$ cat config.mk
export PLATFORM = sky130hd
export DESIGN_NAME = base_ctr16
export DESIGN_NICKNAME = d
export VERILOG_FILES = /design/src/rtl/base_ctr16.sv
export SDC_FILE = /design/constraint.sdc
export NUM_CORES = 1
export LEC_CHECK = 0
export BUFFER_PORTS_ARGS = -buffer_cell sky130_fd_sc_hd__buf_2
export CORE_UTILIZATION = 50
export DETAILED_ROUTE_END_ITERATION = 10
export PLACE_DENSITY = 0.72
export SLEW_MARGIN = 20
export SYNTH_ARGS = -nofsm -noshare
export SYNTH_HDL_FRONTEND = slang
export SYNTH_SLANG_ARGS = --single-unit
$ cat constraint.sdc
create_clock -name clk -period 4.35 [get_ports clk]
set_input_delay 0.435 -clock clk [delete_from_list [all_inputs] [get_ports clk]]
set_output_delay 0.435 -clock clk [all_outputs]
set_load 0.03 [all_outputs]
$ cat src/rtl/base_ctr16.sv
module base_ctr16 #(
  parameter int GUARD_TICKS = 4,
  parameter int SYNC_STAGES = 2
) (
  input  logic        clk,
  input  logic        rst_n,
  input  logic        run,
  input  logic        ctl_we,
  input  logic [7:0]  ctl_wdata,
  output logic [7:0]  ctl_rdata,
  input  logic [1:0]  cnt_mode,
  input  logic        tmr_tick,
  input  logic        tick_half_sel,
  input  logic        quad_a,
  input  logic        quad_b,
  input  logic [15:0] cmp_val,
  input  logic        irq_clr,
  output logic        irq,
  output logic [15:0] count
);
  localparam int GW = $clog2(GUARD_TICKS + 1);
  localparam logic [1:0] SRC_OFF  = 2'b00;
  localparam logic [1:0] SRC_QUAD = 2'b10;
  localparam logic [1:0] SRC_INT  = 2'b11;
  localparam logic [1:0] MODE_DN  = 2'b01;
  localparam logic [1:0] MODE_QD  = 2'b10;

  logic [1:0] src_req, prev_src, src_act;
  logic       mrst_en, ovf_sel, half_q, div_ph;
  logic [GW-1:0] guard;
  logic [SYNC_STAGES-1:0] qa_s, qb_s;
  logic       qa_p, qb_p;

  assign ctl_rdata = {ovf_sel, 4'b0000, mrst_en, src_req};

  wire ctl_wr   = ctl_we & ~run;
  wire int_tick = tmr_tick & (~half_q | div_ph);
  wire qa_now   = qa_s[SYNC_STAGES-1];
  wire qb_now   = qb_s[SYNC_STAGES-1];
  wire q_edge   = (qa_now ^ qa_p) ^ (qb_now ^ qb_p);
  wire q_up     = qa_now ^ qb_p;

  wire gate_ok = (prev_src == SRC_OFF) || (src_req == prev_src) ||
                 (guard >= GW'(GUARD_TICKS));
  assign src_act = ((src_req == SRC_INT || src_req == SRC_QUAD) && gate_ok) ? src_req : SRC_OFF;

  wire prev_tick = (prev_src == SRC_INT)  ? int_tick :
                   (prev_src == SRC_QUAD) ? q_edge : 1'b0;

  wire step = ((src_act == SRC_INT) & int_tick) |
              ((src_act == SRC_QUAD) & (cnt_mode == MODE_QD) & q_edge);
  wire down = (cnt_mode == MODE_DN) |
              ((cnt_mode == MODE_QD) & (src_act == SRC_QUAD) & ~q_up);

  wire [15:0] stepped = down ? count - 16'd1 : count + 16'd1;
  wire match = mrst_en & (count == cmp_val);
  wire old_b = ovf_sel ? count[14]   : count[15];
  wire new_b = ovf_sel ? stepped[14] : stepped[15];
  wire ovf   = run & ~match & step & old_b & ~new_b;

  always_ff @(posedge clk or negedge rst_n) begin
    if (!rst_n) begin
      src_req <= SRC_OFF;
      mrst_en <= 1'b0;
      ovf_sel <= 1'b0;
    end else if (ctl_wr) begin
      src_req <= ctl_wdata[1:0];
      mrst_en <= ctl_wdata[2];
      ovf_sel <= ctl_wdata[7];
    end
  end

  always_ff @(posedge clk or negedge rst_n) begin
    if (!rst_n) begin
      half_q <= 1'b0;
      div_ph <= 1'b0;
    end else begin
      if (src_req == SRC_OFF) half_q <= tick_half_sel;
      if (tmr_tick) div_ph <= ~div_ph;
    end
  end

  always_ff @(posedge clk or negedge rst_n) begin
    if (!rst_n) begin
      qa_s <= '0;
      qb_s <= '0;
      qa_p <= 1'b0;
      qb_p <= 1'b0;
    end else begin
      qa_s <= {qa_s[SYNC_STAGES-2:0], quad_a};
      qb_s <= {qb_s[SYNC_STAGES-2:0], quad_b};
      qa_p <= qa_now;
      qb_p <= qb_now;
    end
  end

  always_ff @(posedge clk or negedge rst_n) begin
    if (!rst_n) begin
      prev_src <= SRC_OFF;
      guard    <= '0;
    end else if (src_act != SRC_OFF) begin
      prev_src <= src_act;
      guard    <= '0;
    end else if (prev_tick && guard < GW'(GUARD_TICKS)) begin
      guard <= guard + 1'b1;
    end
  end

  always_ff @(posedge clk or negedge rst_n) begin
    if (!rst_n)      count <= 16'h0000;
    else if (!run)   count <= 16'h0000;
    else if (match)  count <= 16'h0000;
    else if (step)   count <= stepped;
  end

  always_ff @(posedge clk or negedge rst_n) begin
    if (!rst_n)       irq <= 1'b0;
    else if (ovf)     irq <= 1'b1;
    else if (irq_clr) irq <= 1'b0;
  end
endmodule


# Word-level counts from Yosys, hierarchy flattened

Index checks and enable logic that the tools add are counted.
W data, S select, Z words.

Order comparisons: 2
Add/sub/neg operators: 3
Bitwise operators: 24
Reductions and logical operators: 10
Mux-type cells: 13
Eq/ne operators: 11

Operators by type and width:

| operator                | count |
|---|---|
| $mux W16                | 4 |
| $add A16 B1 Y16 const B | 1 |
| $eq A16 B16 Y1          | 1 |
| $sub A16 B1 Y16 const B | 1 |
| $eq A2 B2 Y1 const B    | 7 |
| $and A1 B1 Y1           | 11 |
| $mux W1                 | 6 |
| $mux W3                 | 2 |
| $not A1 Y1              | 6 |
| $reduce_bool A2 Y1      | 3 |
| $logic_not A2 Y1        | 2 |
| $xor A1 B1 Y1           | 4 |
| $add A3 B1 Y3 const B   | 1 |
| $ge A3 B3 Y1 const B    | 1 |
| $logic_or A1 B1 Y1      | 3 |
| $lt A3 B3 Y1 const B    | 1 |
| $ne A3 B1 Y1 const B    | 1 |
| $or A1 B1 Y1            | 3 |
| $eq A2 B1 Y1 const B    | 1 |
| $eq A2 B2 Y1            | 1 |
| $logic_and A1 B1 Y1     | 2 |
| $mux W2                 | 1 |

Bits in registers: 34

# Logic depth before layout (Yosys ltp)

Gate-level depths: netlist (run 1).

Depth in word-level cells: 14
Mapped depth: 12

# Least setup slack after synthesis (run 1)

OpenSTA, ideal clock, no wires.

Path type: register -> register
Start: register src_req[0]
End: register count[15]
Arrival time: 3.169 ns
Cell stages (with the launch flop): 13
Required time: 4.277 ns
Setup slack: 1.108 ns
Path buffers: 0
Clock period less this slack: 3.242 ns
Path through: dfrtp_1 -> nand2_1 -> xor2_1 -> o21a_4 -> a32o_2 -> ha_1 -> a21o_2 -> nand4_2 -> a32oi_2 -> a311oi_4 -> or4_4 -> a21o_1 -> a21oi_2

Cells in the longest elaborated chain, start to end: 13
Elaborated cells on any way between the ends: 21

RTL lines:

| element                         | RTL line | text |
|---|---|---|
| from (decl)                     | 28       | `logic [1:0] src_req, prev_src, src_act;` |
| from (signal assigned)          | 67       | `src_req <= ctl_wdata[1:0];` |
| $eq A2 B2 Y1                    | 43       | `wire gate_ok = (prev_src == SRC_OFF) \|\| (src_req == prev_src) \|\|` |
| $logic_or A1 B1 Y1 (2 in a row) | 43       |  |
| $logic_and A1 B1 Y1             | 45       | `assign src_act = ((src_req == SRC_INT \|\| src_req == SRC_QUAD) && gate_ok) ? src_req : SRC_OFF;` |
| $mux W2 *                       | 45       |  |
| $eq A2 B2 Y1                    | 51, 53   |  |
| $and A1 B1 Y1                   | 51, 53   |  |
| $and A1 B1 Y1                   | 53       | `((cnt_mode == MODE_QD) & (src_act == SRC_QUAD) & ~q_up);` |
| $or A1 B1 Y1                    | 52       | `wire down = (cnt_mode == MODE_DN) \|` |
| $mux W16                        | 55       | `wire [15:0] stepped = down ? count - 16'd1 : count + 16'd1;` |
| $mux W16                        | 113      | `else if (step) count <= stepped;` |
| $mux W16                        | 112      | `else if (match) count <= 16'h0000;` |
| $mux W16                        | 111      | `else if (!run) count <= 16'h0000;` |
| to (signal assigned)            | 113      |  |
| to (decl)                       | 19       | `output logic [15:0] count` |

Mark *: on every way between the ends. The rest lies on a longest branch, timed or not. The select of a mux whose other input is x is not followed.
A chain may end at the register's enable or synchronous reset.

# Worst setup path in the final report (run 1)

Ends and elaborated chain as after synthesis.

==> flow_summary_export.csv, run 1 <==
group,metric,value,unit
status,outcome,"finished clean",
clock_tree,ctsResizeCount,0,
floorplanning,core,4380,sq um
setup_path,cp.arrival,3.65,ns
floorplanning,io_pins,60,
routing,drt_pass1_iterations,4,
routing,drc,0,
synth,ys_ff_latch,34,
setup_path,critPathMaxFanout,21,
place,dpl-instance-area,2560,sq um
setup_path,crit_required,4.57,ns
sta,period_minus_slack,3.43,ns
sta,hold_ws,0.196,ns
setup_path,crit_type,"flop to flop",
synth,synth_top_flop_cell,"dfrtp_1",
setup_path,crit_path_end_kind,"flop",
power_and_ir_drop,power.density,395,nW/um^2
setup_path,max_stage_delay,0.51,ns
clock_tree,max-clock-path-buffers,2,
sta,max_freq,292,MHz
place,portBuffers,51,
clock_tree,htreeDepth,2,
global_routing,grt_max_degree,35,
clock_tree,insertion_delay,0.30,ns
synth,netlist_area,2290,sq um
routing,wl_per_cell,14.0,um
floorplanning,die_width,69.7,um
setup_path,cp-start-kind,"flop",
sta,slew_violations,0,
synth,yosysWarnings,0,
floorplanning,initial_utilization,0.523,
sta,period_share,0.788,
finish,multi_input_area,1360,sq um
routing,via_per_inst,5.40,
synth,synth_common_cells,"37 x nand2_1, 34 x dfrtp_1, 25 x a21oi_1, 23 x xor2_1",
flow_run,drv_cap,0,
global_routing,grt-ovfl-total,0,
finish,fillerInstances,400,
synth,synthCells,246,
clock_tree,clock-sinks,34,
clock_tree,cts_tree,"built",
synth,synth_edf_count,0,
floorplanning,die_h,69.7,um
synth,synth_async_sr_flop_share,1.00,
setup_path,worstPathCellList,"nand2_1, xor2_1, o21a_4, a32o_2, ha_1, a21o_1, a21oi_1, a32oi_2, a31oi_1, o2111ai_1, a21o_1, a21oi_2",
floorplanning,fp-row-count,24,
routing,final_antenna_net_count,0,
sta,finalWorstSetupSlack,0.921,ns
synth,synth_top_cell_by_area,"dfrtp_1",
clock_tree,cts_root_buf,"clkbuf_8",
global_routing,grt_pass1_wl,8290,um
synth,netlist.area_leader.share,0.371,
clock_tree,cts.reportedPaths.clkPinSlew,0.08,ns
sta,worstMarginPinSlew,0.808,ns
finish,nets,351,
finish,diodes,0,
sta,fin_setup_tns,0,ns
synth,yosysMostFrequentCell,"nand2_1",
sta,rsz0062_at_grt,"no",
synth,ys_top_cells_by_area,"dfrtp_1 37%, ha_1 9.3%, xor2_1 8.8%",
sta,hold_viol_final,0,
finish,drive_above_1_share,0.254,
floorplanning,die_area,4860,sq um
place,gp_congestion,0.908,
place,hpwl,3520,um
global_routing,track_usage,0.216,
power_and_ir_drop,vdd_drop_max,0.000167,V
clock_tree,hold_buffers,0,
routing,vias,1894,
setup_path,r2r_setup_slack,0.92,ns
sta,finalSetupViolations,0,
routing,first_iter_violations,92,
global_routing,grt_pass1_vias,1760,
setup_path,timing.rr.start,"src_req[0]",
finish,design_area,2700,sq um
global_routing,antenna_found_initial,0,
finish,area_growth,17.8,%
place,dp_slack,0.957,ns
clock_tree,post-cts-setup-buffer-count,0,
setup_path,r2r_cells,12,
setup_path,reg2reg_to,"count[15]",
synth,synth_cell_types,47,
synth,synth-seq-area-share,0.371,
clock_tree,cts_made_buffers,5,
place,dpl.cell_count,343,
setup_path,crit_path_frequent_cell,"a21o_1",
power_and_ir_drop,leakage,0.00138,uW
routing,routed_wl,4900,um
synth,synth.avg_cell_area,9.33,sq um
finish,stdcell_count,351,
finish,seq_area,851,sq um
sta,maxSlewHeadroom,0.458,
sta,finClkSkew,0.00677,ns
setup_path,slowest_stage,"a32o_2",
worst_hold_path,hold_path_class,"primary input to asynchronous set/reset pin",
layer usage:
metal | vias to the layer above | part of all wire | GRT usage
met3 | 10 | 0.044 | 0.0407
met2 | 57 | 0.47 | 0.338
met5 | - | 0 | 0
met4 | 0 | 0.023 | 0.100
li1 | 966 | - | -
met1 | 861 | 0.46 | 0.289
per-stage QoR:
stage               total power [uW]   util
CTS                             1080  0.616
global route                    1130  0.616
floorplan                        640      -
finish                          1070  0.616
global placement                 707  0.585
detailed placement               716  0.585
sequential cells by signal, summed over array words and instances (netlist names), 2 cells and up:
name,flops
prev_src,2
qa_s,2
src_req,2
qb_s,2
guard,3
count,16
cells in the final DEF, fill, tap and decap left out, types with 2 or more instances in the layout:
| master | n |
|---|---|
| or3_1 | 2 |
| buf_2 | 51 |
| dfrtp_1 | 34 |
| nand3_1 | 4 |
| inv_1 | 7 |
| nor4_1 | 3 |
| mux2i_1 | 2 |
| bufinv_16 | 2 |
| xor2_1 | 23 |
| a21oi_1 | 25 |
| a31oi_1 | 4 |
| and3_1 | 2 |
| xnor2_1 | 10 |
| nor3_1 | 3 |
| clkbuf_8 | 5 |
| o21ai_0 | 10 |
| mux2_2 | 4 |
| ha_1 | 17 |
| nor2b_1 | 2 |
| nand2_1 | 37 |
| a21o_1 | 4 |
| a211oi_1 | 3 |
| nor2_1 | 17 |
| conb_1 | 4 |
cell type report:
cell class,count,share of cell area
multi-input cells,198,0.503
flip-flops and latches,34,0.315
repair buffers,52,0.0972
clock buffers,5,0.0255
clock inverters,3,0.0255
well taps,52,0.0241
inverters,7,0.00972
kinds of logic after synthesis:
group,synth area share
simple gates,0.158
compound gates,0.172
flops,0.371
xor+xnor,0.126
fa+ha+maj,0.101
buf+inv,0.0414
mux,0.0284
other cells,0.00163
worst max-delay path: cells and delay by family (launching register included):
kind / cells / cell delay [ns]
XOR/XNOR: 1 / 0.17
flip-flops: 1 / 0.43
AO/OA/AOI/OAI: 9 / 2.27
AND/OR/NAND/NOR: 1 / 0.10
adder cells (fa/ha/maj): 1 / 0.36
report_power, final:
part / switching (uW) / total (uW) / internal (uW) / leakage, uW
registers: 40.3 / 400 / 360 / 0.000437
logic: 185 / 309 / 124 / 0.000870
clock network: 128 / 357 / 230 / 0.0000683
worst max path at each step:
stage	slack [ns]	start	to	depth (start not counted)
final	0.92	src_req[0]	count[15]	12
after global routing	0.62	src_req[0]	count[15]	12
after CTS	0.90	src_req[0]	count[15]	12
after detailed placement	0.96	src_req[0]	count[15]	12
after global placement	1.00	src_req[0]	count[15]	12
after floorplan	1.11	src_req[0]	count[15]	12
No activity file was read; power rests on OpenSTA's default activity.
==> run 2: changes to the inputs <==
- clock period: 4.35 -> 3.4 ns (I/O delays scaled with it)
==> flow_summary_export.csv, run 2 (synthesis results as in run 1) <==
group,metric,value,unit
finish,area_growth,19.7,%
floorplanning,die_width,69.7,um
floorplanning,initial_utilization,0.523,
sta,fin_setup_tns,0,ns
setup_path,slowest_stage,"or4_4",
global_routing,antenna_found_initial,0,
sta,rsz0062_at_grt,"no",
sta,finalSetupViolations,0,
finish,top_regs,"count: 16 flops, guard: 3 flops",
finish,regMostFlops,"count",
clock_tree,cts.reportedPaths.clkPinSlew,0.08,ns
setup_path,crit_end,"count[15]",
global_routing,grt-ovfl-total,0,
routing,via_per_inst,5.38,
clock_tree,clock-sinks,34,
clock_tree,insertion_delay,0.30,ns
power_and_ir_drop,leakage,0.00140,uW
setup_path,worstPathCellList,"nand2_1, xor2_1, o21a_4, a32o_2, ha_1, a21o_2, nand4_2, a32oi_2, a311oi_4, or4_4, a21o_1, a21oi_2",
sta,max_freq,312,MHz
global_routing,met2_usage,0.365,
status,outcome,"finished clean",
setup_path,crit_type,"flop to flop",
routing,drc,0,
finish,drive_above_1_share,0.274,
sta,slew_violations,0,
setup_path,r2r_cells,12,
setup_path,crit_required,3.63,ns
clock_tree,cts_tree,"built",
floorplanning,core,4380,sq um
place,portBuffers,51,
setup_path,max_stage_delay,0.50,ns
power_and_ir_drop,total_power,1380,uW
flow_run,drv_cap,0,
setup_path,crit_start,"prev_src[1]",
setup_path,critPathMaxFanout,12,
global_routing,grtUsageMet3,0.0465,
global_routing,use_met1,0.274,
floorplanning,die_area,4860,sq um
finish,largest_reg_flops,16,
setup_path,crit_path_end_kind,"flop",
place,gp_congestion,0.934,
sta,finClkSkew,0.00707,ns
routing,final_antenna_net_count,0,
clock_tree,post-cts-setup-buffer-count,0,
sta,hold_viol_final,0,
routing,drt_pass1_iterations,4,
clock_tree,cts_made_buffers,5,
finish,diodes,0,
clock_tree,htreeDepth,2,
floorplanning,io_pins,60,
global_routing,grt.busiest_layer,"met2",
finish,final_util,0.626,
setup_path,cp.arrival,3.44,ns
global_routing,track_usage,0.218,
floorplanning,fp-row-count,24,
clock_tree,max-clock-path-buffers,2,
power_and_ir_drop,vdd_drop_max,0.000240,V
sta,period_share,0.944,
finish,nets,355,
routing,first_iter_violations,124,
setup_path,r2r_setup_slack,0.19,ns
clock_tree,cts_root_buf,"clkbuf_8",
sta,period_minus_slack,3.21,ns
power_and_ir_drop,power.density,501,nW/um^2
finish,final_cell_mix,"51 x buf_2, 37 x nand2_1, 34 x dfrtp_1",
setup_path,timing.rr.start,"prev_src[1]",
finish,layout_commonest_cell,"buf_2",
routing,routed_wl,5030,um
global_routing,grt_max_degree,35,
routing,wl_per_cell,14.2,um
place,hpwl,3620,um
global_routing,grt_pass1_vias,1821,
sta,maxSlewHeadroom,0.496,
floorplanning,die_h,69.7,um
worst_hold_path,hold_path_class,"primary input to asynchronous set/reset pin",
sta,worstMarginPinSlew,0.755,ns
setup_path,cp-start-kind,"flop",
setup_path,reg2reg_to,"count[15]",
global_routing,grt_pass1_wl,8280,um
clock_tree,hold_buffers,0,
routing,vias,1910,
==> run 2: layer usage <==
| layer | wire, um | vias to the layer above |
|---|---|---|
| met5 | 0 | - |
| met4 | 112 | 0 |
| met3 | 233 | 10 |
| met2 | 2330 | 54 |
| met1 | 2350 | 874 |
| li1 | - | 972 |
==> run 2: metrics by stage <==
stage	setup WS (ns)	std cells	hold WS, ns	area [sq um]
2_1_floorplan	0.158	249	0.0444	2310
3_3_place_gp	0.261	347	0.332	2590
3_5_place_dp	0.233	347	0.336	2590
4_1_cts	0.179	355	0.137	2730
5_1_grt	0.0102	355	0.133	2750
6_report	0.190	355	0.104	2750
==> run 2: critical path, delay by kind of cell (launching register included) <==
| family | cells | cell delay, ns |
|---|---|---|
| AOI/OAI and AO/OA | 7 | 1.60 |
| DFF | 1 | 0.40 |
| and+or+nand+nor | 3 | 0.70 |
| adders and majority gates | 1 | 0.31 |
| xor gates and xnor gates | 1 | 0.15 |
==> run 2: what timing repair did <==
| item | 4_1_cts | 5_1_grt |
|---|---|---|
| gates resized for setup | 0 | 3 |
| endpoints found under the setup margin | 0 | 2 |
| endpoints found under the hold margin | 0 | 0 |
==> run 2: where the power goes <==
group | switching, uW | leakage, uW | internal [uW] | total [uW]
Sequential | 52.1 | 0.000437 | 460 | 512
Combinational | 242 | 0.000890 | 163 | 405
Clock | 166 | 0.0000683 | 294 | 460
==> run 2: layout make-up <==
type                            count  area (sq um)
Clock buffer                        5          68.8
Clock inverter                      3          68.8
Fill cell                         386          1640
Inverter                            7          26.3
Multi-Input combinational cell    198          1370
Sequential cell                    34           851
Tap cell                           52          65.1
Timing Repair Buffer               56           293
==> run 2: how the worst min path moves through the flow <==
stage                           to  slack (ns)  cells past startpoint
after floorplan           count[0]        0.04                      0
after global placement     qb_s[1]        0.33                      0
after detailed placement   qa_s[1]        0.34                      0
after CTS                   half_q        0.14                      1
after global routing       qb_s[0]        0.13                      1
final                       half_q        0.10                      1
==> run 3: changes to the inputs <==
- BUFFER_PORTS_ARGS: -buffer_cell sky130_fd_sc_hd__buf_2 -> not set
- DONT_BUFFER_PORTS: not set -> 1
- PLACE_DENSITY: 0.72 -> 0.61
==> flow_summary_export.csv, run 3 (synthesis results as in run 1) <==
group,metric,value,unit
sta,max_freq,310,MHz
sta,slew_violations,0,
global_routing,track_usage,0.214,
floorplanning,die_width,69.7,um
sta,period_minus_slack,3.23,ns
sta,period_share,0.949,
power_and_ir_drop,leakage,0.00121,uW
power_and_ir_drop,switching_share,0.326,
routing,vias,1766,
clock_tree,cts_root_buf,"clkbuf_8",
setup_path,worstPathCellList,"nand2_1, xor2_1, o21a_4, a32o_1, ha_1, nand4_2, a32oi_2, a311oi_4, or4_4, a21o_1, a21oi_2",
routing,routed_wl,5180,um
finish,diodes,0,
power_and_ir_drop,p_int,924,uW
clock_tree,cts.reportedPaths.clkPinSlew,0.08,ns
clock_tree,clock-sinks,34,
clock_tree,cts_tree,"built",
finish,largest_reg_flops,16,
setup_path,max_stage_delay,0.50,ns
setup_path,slowest_stage,"or4_4",
power_and_ir_drop,power_frac_clock,0.343,
global_routing,grt_max_degree,35,
global_routing,antenna_found_initial,0,
global_routing,grt_pass1_vias,1652,
setup_path,cp-start-kind,"flop",
floorplanning,die_area,4860,sq um
place,dpl-instance-area,2380,sq um
setup_path,reg2reg_to,"count[15]",
worst_hold_path,hold_path_class,"primary input to flop",
routing,drc,0,
floorplanning,die_h,69.7,um
sta,hold_viol_final,0,
finish,stdcell_count,313,
power_and_ir_drop,vdd_drop_max,0.000214,V
global_routing,grt-ovfl-total,0,
sta,fin_setup_tns,0,ns
worst_hold_path,hold_path_depth,0,
setup_path,worst-path-buf-inv,0,
setup_path,crit_required,3.62,ns
routing,via_per_inst,5.64,
setup_path,crit_type,"flop to flop",
sta,finalWorstSetupSlack,0.175,ns
setup_path,r2r_cells,11,
power_and_ir_drop,power_frac_comb,0.251,
finish,regMostFlops,"count",
setup_path,critPathTopFamily,"compound AO/OA/AOI/OAI gates",
finish,fillerInstances,399,
floorplanning,initial_utilization,0.523,
floorplanning,fp-row-count,24,
worst_hold_path,min-delay-start,"quad_a",
sta,rsz0062_at_grt,"no",
finish,drive_above_1_share,0.146,
setup_path,r2r_setup_slack,0.17,ns
floorplanning,io_pins,60,
setup_path,timing.rr.start,"src_req[0]",
setup_path,cp.arrival,3.45,ns
power_and_ir_drop,p_seq_frac,0.406,
floorplanning,core,4380,sq um
finish,nets,313,
global_routing,grt_pass1_wl,8140,um
sta,finClkSkew,0.00804,ns
setup_path,critPathMaxFanout,6,
flow_run,drv_cap,0,
place,hpwl,3560,um
routing,drt_pass1_iterations,4,
finish,top_regs,"count: 16 flops, guard: 3 flops",
finish,final_cell_mix,"37 x nand2_1, 33 x dfrtp_1, 25 x a21oi_1",
place,portBuffers,0,
setup_path,crit_path_end_kind,"flop",
clock_tree,cts_made_buffers,5,
place,dpl.cell_count,301,
finish,area_growth,12.2,%
sta,finalSetupViolations,0,
clock_tree,max-clock-path-buffers,2,
finish,layout_commonest_cell,"nand2_1",
worst_hold_path,min_to,"qa_s[0]",
clock_tree,htreeDepth,2,
routing,first_iter_violations,123,
clock_tree,insertion_delay,0.29,ns
status,outcome,"finished clean",
power_and_ir_drop,power.density,533,nW/um^2
place,gp_congestion,0.869,
routing,wl_per_cell,16.5,um
finish,design_area,2570,sq um
place,dp_slack,0.113,ns
power_and_ir_drop,power.net_switching,448,uW
routing,final_antenna_net_count,0,
## run 3: power by group through the flow
stage / registers, uW / logic (uW) / clock network [uW]
CTS: 558 / 336 / 475
floorplan: 543 / 276 / 0
detailed placement: 566 / 321 / 0
global route: 566 / 388 / 493
global placement: 564 / 316 / 0
finish: 557 / 345 / 470
## run 3: metal layers
layer / GRT usage / part of all wire / routed length (um) / vias up
met2: 0.333 / 0.46 / 2360 / 45
met3: 0.0422 / 0.039 / 202 / 9
met4: 0.0756 / 0.015 / 78 / 0
met5: 0 / 0 / 0 / -
li1: - / - / - / 888
met1: 0.296 / 0.49 / 2530 / 824
## run 3: worst max-delay path by stage
stage,endpoint,startpoint,cells after the start,slack (ns)
after floorplan,count[15],src_req[0],12,0.16
after global placement,count[15],src_req[0],12,0.14
after detailed placement,count[15],src_req[0],12,0.11
after CTS,count[15],src_req[0],12,0.09
after global routing,count[13],src_req[0],12,0.03
final,count[15],src_req[0],11,0.17
## run 3: through the flow
step,utilization,hold WS (ns),total power [uW]
after global placement,0.542,0.0451,880
after floorplan,-,0.0444,819
after CTS,0.582,0.0715,1370
final,0.587,0.0742,1370
after detailed placement,0.542,0.0451,887
after global routing,0.587,0.0611,1450
## run 3: area by class of cell
| cell class | instances | area (sq um) | area share |
|---|---|---|---|
| Clock buffer | 6 | 82.6 | 0.0321 |
| Clock inverter | 2 | 60.1 | 0.0233 |
| Inverter | 7 | 26.3 | 0.0102 |
| Multi-Input combinational cell | 199 | 1380 | 0.534 |
| Sequential cell | 34 | 852 | 0.331 |
| Tap cell | 52 | 65.1 | 0.0253 |
| Timing Repair Buffer | 13 | 113 | 0.0438 |
## run 3: repair_timing
| action | CTS | global route |
|---|---|---|
| endpoints found under the hold margin | 34 | 0 |
| setup endpoints to repair | 0 | 3 |
| setup buffers | 0 | 1 |
| resized for setup | 0 | 2 |
| hold buffers | 2 | 0 |
